File: config.mk
export PLATFORM = sky130hd
export DESIGN_NAME = ring_rx_node
export DESIGN_NICKNAME = d
export VERILOG_FILES = /design/src/rtl/rn_pkg.sv /design/src/rtl/rn_classify.sv /design/src/rtl/rn_fwd_fifo.sv /design/src/rtl/ring_rx_node.sv
export SDC_FILE = /design/constraint.sdc
export NUM_CORES = 1
export LEC_CHECK = 0
export ABC_AREA = 1
export CAP_MARGIN = 20
export CORE_MARGIN = 3
export CORE_UTILIZATION = 34
export DETAILED_ROUTE_END_ITERATION = 8
export DONT_BUFFER_PORTS = 1
export REMOVE_ABC_BUFFERS = 1
export SLEW_MARGIN = 20
export SYNTH_ARGS = -nofsm -noshare
export SYNTH_HDL_FRONTEND = slang
export SYNTH_SLANG_ARGS = --single-unit
File: constraint.sdc
create_clock -name clk -period 2.3 [get_ports clk]
set_input_delay 0.345 -clock clk [delete_from_list [all_inputs] [get_ports clk]]
set_output_delay 0.345 -clock clk [all_outputs]
set_load 0.005 [all_outputs]
File: src/rtl/rn_pkg.sv
package rn_pkg;

    // Routing decision for one received message
    typedef struct packed {
        logic fwd;       // pass downstream
        logic wr;        // update local memory
        logic loop_out;  // loop flag on the forwarded copy
        logic irq;       // source-match interrupt
    } rn_verdict_t;

endpackage

File: src/rtl/rn_classify.sv
module rn_classify
    import rn_pkg::*;
#(
    parameter int NODE_W = 8
) (
    input  logic              msg_type,
    input  logic              msg_loop,
    input  logic [NODE_W-1:0] msg_src,
    input  logic [NODE_W-1:0] node_addr,
    input  logic              master_en,
    input  logic              irq_en,
    input  logic [NODE_W-1:0] irq_src,
    output rn_verdict_t       verdict
);

    logic from_self;
    logic orphan;

    always_comb begin
        from_self        = (msg_src == node_addr);
        orphan           = master_en && msg_loop;
        verdict.fwd      = !from_self && !orphan;
        verdict.wr       = msg_type && verdict.fwd;
        verdict.loop_out = msg_loop || master_en;
        verdict.irq      = verdict.wr && irq_en && (msg_src == irq_src);
    end

endmodule

File: src/rtl/rn_fwd_fifo.sv
module rn_fwd_fifo #(
    parameter int WIDTH = 44,
    parameter int DEPTH = 4
) (
    input  logic             clk,
    input  logic             rst_n,
    input  logic             push,
    input  logic [WIDTH-1:0] din,
    output logic             full,
    input  logic             pop,
    output logic             valid,
    output logic [WIDTH-1:0] dout
);

    localparam int PTR_W = (DEPTH > 1) ? $clog2(DEPTH) : 1;
    localparam int CNT_W = $clog2(DEPTH + 1);
    localparam logic [PTR_W-1:0] LAST = PTR_W'(DEPTH - 1);
    localparam logic [CNT_W-1:0] FULL_CNT = CNT_W'(DEPTH);

    typedef struct packed {
        logic [DEPTH-1:0][WIDTH-1:0] slot;
        logic [PTR_W-1:0]            wptr;
        logic [PTR_W-1:0]            rptr;
        logic [CNT_W-1:0]            cnt;
    } fifo_st_t;

    fifo_st_t st_d, st_q;
    logic     do_push, do_pop;

    always_comb begin
        st_d    = st_q;
        do_pop  = pop && (st_q.cnt != '0);
        do_push = push && (st_q.cnt != FULL_CNT);
        if (do_push) begin
            st_d.slot[st_q.wptr] = din;
            st_d.wptr = (st_q.wptr == LAST) ? '0 : st_q.wptr + 1'b1;
        end
        if (do_pop) begin
            st_d.rptr = (st_q.rptr == LAST) ? '0 : st_q.rptr + 1'b1;
        end
        case ({do_push, do_pop})
            2'b10:   st_d.cnt = st_q.cnt + 1'b1;
            2'b01:   st_d.cnt = st_q.cnt - 1'b1;
            default: st_d.cnt = st_q.cnt;
        endcase
    end

    always_ff @(posedge clk or negedge rst_n) begin
        if (!rst_n) st_q <= '0;
        else        st_q <= st_d;
    end

    assign full  = (st_q.cnt == FULL_CNT);
    assign valid = (st_q.cnt != '0);
    assign dout  = st_q.slot[st_q.rptr];

endmodule

File: src/rtl/ring_rx_node.sv
module ring_rx_node
    import rn_pkg::*;
#(
    parameter int NODE_W     = 8,
    parameter int ADDR_W     = 18,
    parameter int DATA_W     = 16,
    parameter int FIFO_DEPTH = 4,
    localparam int MSG_W     = 2 + NODE_W + ADDR_W + DATA_W
) (
    input  logic              clk,
    input  logic              rst_n,
    input  logic              rx_valid,
    output logic              rx_ready,
    input  logic [MSG_W-1:0]  rx_msg,
    output logic              tx_valid,
    input  logic              tx_ready,
    output logic [MSG_W-1:0]  tx_msg,
    output logic              mem_we,
    output logic [ADDR_W-1:0] mem_addr,
    output logic [DATA_W-1:0] mem_wdata,
    input  logic [NODE_W-1:0] node_addr,
    input  logic              master_en,
    input  logic              irq_en,
    input  logic [NODE_W-1:0] irq_src,
    output logic              irq_pulse,
    output logic              net_act
);

    localparam int TYPE_B = MSG_W - 1;
    localparam int LOOP_B = MSG_W - 2;
    localparam int SRC_LO = ADDR_W + DATA_W;
    localparam int ADR_LO = DATA_W;

    typedef struct packed {
        logic              we;
        logic [ADDR_W-1:0] addr;
        logic [DATA_W-1:0] data;
        logic              irq;
        logic              act;
    } out_st_t;

    rn_verdict_t      verdict;
    logic             fifo_full;
    logic             accept;
    logic             push;
    logic [MSG_W-1:0] fwd_msg;
    out_st_t          out_d, out_q;

    rn_classify #(.NODE_W(NODE_W)) classify_i (
        .msg_type  (rx_msg[TYPE_B]),
        .msg_loop  (rx_msg[LOOP_B]),
        .msg_src   (rx_msg[SRC_LO +: NODE_W]),
        .node_addr (node_addr),
        .master_en (master_en),
        .irq_en    (irq_en),
        .irq_src   (irq_src),
        .verdict   (verdict)
    );

    always_comb begin
        accept  = rx_valid && !fifo_full;
        push    = accept && verdict.fwd;
        fwd_msg = {rx_msg[TYPE_B], verdict.loop_out, rx_msg[LOOP_B-1:0]};

        out_d      = out_q;
        out_d.we   = accept && verdict.wr;
        out_d.irq  = accept && verdict.irq;
        out_d.act  = push;
        if (accept && verdict.wr) begin
            out_d.addr = rx_msg[ADR_LO +: ADDR_W];
            out_d.data = rx_msg[DATA_W-1:0];
        end
    end

    always_ff @(posedge clk or negedge rst_n) begin
        if (!rst_n) out_q <= '0;
        else        out_q <= out_d;
    end

    rn_fwd_fifo #(.WIDTH(MSG_W), .DEPTH(FIFO_DEPTH)) fifo_i (
        .clk   (clk),
        .rst_n (rst_n),
        .push  (push),
        .din   (fwd_msg),
        .full  (fifo_full),
        .pop   (tx_ready),
        .valid (tx_valid),
        .dout  (tx_msg)
    );

    assign rx_ready  = !fifo_full;
    assign mem_we    = out_q.we;
    assign mem_addr  = out_q.addr;
    assign mem_wdata = out_q.data;
    assign irq_pulse = out_q.irq;
    assign net_act   = out_q.act;

endmodule

==> flow_metrics.tcl <==
set metrics [dict create \
    synth.distinct_cells 28 \
    power.total_mw 16.9 \
    path_class "reg2out" \
    hold_slack_ns -0.479 \
    worstPathMaxFanout 42 \
    io_pins 149 \
    holdBufCountCts 44 \
    drv_slew 0 \
    cts_buffer_depth 3 \
    grt-ovfl-total 0 \
    finalWorstSetupSlack_ns 0.0872 \
    worstPathRequired_ns 1.96 \
    layout-drive-gt1-share_pct 7.26 \
    grt_max_degree 221 \
    worstPathArrival_ns 1.87 \
    ys_seq_elements 220 \
    violations "hold timing" \
    final_antenna_net_count 0 \
    cap_violations 0 \
    grt_usage_pct 19.1 \
    synth_top_cell_area_share_pct 50.8 \
    setup_viol 0 \
    fin_nets 1352 \
    fillers 3141 \
    end_kind "output port" \
    rsz0062_at_grt "no" \
    antenna_found_initial 1 \
    hold_viol_final 220 \
    status "complete, but fails checks" \
    cts_tree "done" \
    gp_congestion 0.758 \
    async_flop_share_pct 100 \
    crit_path_start_kind "register" \
    core.rowCount 64 \
    totalWireLength_mm 33.4 \
    synth.most_common_cell "nand2_1" \
    cts.sinks 220 \
    initial_core_util_pct 35.0 \
    grt_pass1_wl_mm 52.3 \
    viasPerCell 5.50 \
    dr.pass1.iters 5 \
    seq_area_frac_synth_pct 50.8 \
    synth_edf_count 0 \
    drc 0 \
    timing.fmax_ghz 0.452 \
    dp_slack_ns 0.120 \
    yosys-top-cells-count "457 x nand2_1, 220 x dfrtp_1, 210 x nand4_1" \
    ir_worst_vdd_uv 836 \
    dp.cells 1603 \
    die_width_um 185 \
    dr_total_vias 9303 \
    synth_area_leaders "dfrtp_1 51%, nand2_1 16%, nand4_1 12%" \
    clock_latency_ns 0.53 \
    portBuffers 0 \
    synth.avg_cell_area_um2 8.37 \
    synthFlopType "dfrtp_1" \
    leakagePower_nw 5.94 \
    worstMarginPinSlew_ns 0.606 \
    setup-tns-final_ns 0 \
    htree_levels 1 \
    dp_hpwl_mm 18.1 \
    clkTransAtPathRegs_ns 0.06 \
    wire_per_inst_um 19.7 \
    fp.coreArea_um2 31000 \
    yosysTopAreaCell "dfrtp_1" \
    min_period_over_period_pct 96.2 \
    cts_buffers 26 \
    grt_pass1_vias 9079 \
    skew_ns 0.00702 \
    holdCritPathClass "in2async" \
    syn_to_final_growth_pct 12.4 \
    pwr_density_cell_nw_per_um2 1390 \
    clockRootBuffer "clkbuf_16" \
    drt_iter0_markers 662 \
    synth_warnings 0 \
    layout_min_cycle_time_ns 2.21 \
    max-slew-margin-rel_pct 59.6 \
    die-area_um2 34100 \
    fp.dieH_um 185 \
    netlist_instances 1296 \
    finalNonFillerCells 1691 \
    synth_area_um2 10800 \
]
placed cells by master (no fill, tap or decap), drive strengths merged, types with 2 or more instances in the layout:
master | netlist | final
nand2 | 458 | 458
dfrtp | 220 | 220
nand4 | 210 | 210
o21ai | 95 | 95
nor2 | 95 | 95
o22ai | 45 | 45
dlygate4sd3 | 0 | 43
clkbuf | 31 | 38
buf | 90 | 33
inv | 22 | 22
nand3 | 7 | 7
xnor2 | 6 | 6
ha | 6 | 6
clkinv | 1 | 5
nor3 | 3 | 3
xor2 | 2 | 2
or2 | 2 | 2
path summary, 6_finish.rpt:
check,startpoint,to,slack (ns),cells past startpoint
max,fifo_i.st_q[3]$_DFFE_PN0P_,tx_msg[25],0.09,4
min in group clk,irq_en,irq_pulse$_DFF_PN0_,0.07,4
min reg2reg,fifo_i.st_q[135]$_DFFE_PN0P_,fifo_i.st_q[135]$_DFFE_PN0P_,0.46,2
min,rst_n,mem_wdata[11]$_DFFE_PN0P_,-0.48,0
max in group asynchronous,rst_n,fifo_i.st_q[91]$_DFFE_PN0P_,2.47,0
max reg2reg,fifo_i.st_q[1]$_DFFE_PN0P_,fifo_i.st_q[2]$_DFFE_PN0P_,0.22,9
cell type report:
class	instances	area, um2	area share (%)
sequential	220	5510	45.2
multi-input combinational	932	4510	37.0
timing repair buffer	76	781	6.41
clock buffer	38	767	6.29
tap	396	495	4.07
inverter	23	87.6	0.719
clock inverter	5	27.5	0.226
antenna	1	2.50	0.0205
power by group:
| group | leakage [nW] | internal, mW | switching [mW] | total, mW |
|---|---|---|---|---|
| Sequential | 2.76 | 5.64 | 0.971 | 6.61 |
| Combinational | 2.79 | 2.04 | 4.34 | 6.38 |
| Clock | 0.392 | 2.28 | 1.61 | 3.89 |
stage by stage:
stage | hold WS, ns | utilization, % | area, um2
2_1_floorplan | 0.0494 | - | 10100
6_report | -0.479 | 39.3 | 12200
4_1_cts | -0.503 | 39.2 | 12200
3_5_place_dp | 0.0577 | 35.2 | 10900
3_3_place_gp | 0.0579 | 35.2 | 10900
5_1_grt | -0.501 | 39.3 | 12200
worst max-delay path, cell delays in order (launching register included):
cell and delay (ns):
dfrtp_4 0.50, clkinv_2 0.08, buf_6 0.30, o21ai_0 0.13
o22ai_1 0.29
repair_timing:
| item | CTS | global route |
|---|---|---|
| buffers inserted | 0 | 0 |
| endpoints found under the hold margin | 426 | 220 |
| endpoints found under the setup margin | 7 | 4 |
| resized for setup | 2 | 4 |
logic make-up after synthesis:
family,synth area share (%)
fa+ha+maj,0.877
xor+xnor,0.646
buf+inv,7.80
simple gates,32.9
flops,50.8
compound gates,7.03
metal layers:
metal / wire, um / GRT usage (%)
met2: 15600 / 30.9
met1: 14800 / 26.5
met4: 617 / 3.99
met5: 0 / 0
met3: 2450 / 4.30
registers in the layout (all words and copies together) (netlist names):
register	flops
mem_we	1
net_act	1
mem_wdata	16
mem_addr	18
irq_pulse	1
fifo_i.st_q	183
No activity file was read; power rests on OpenSTA's default activity.
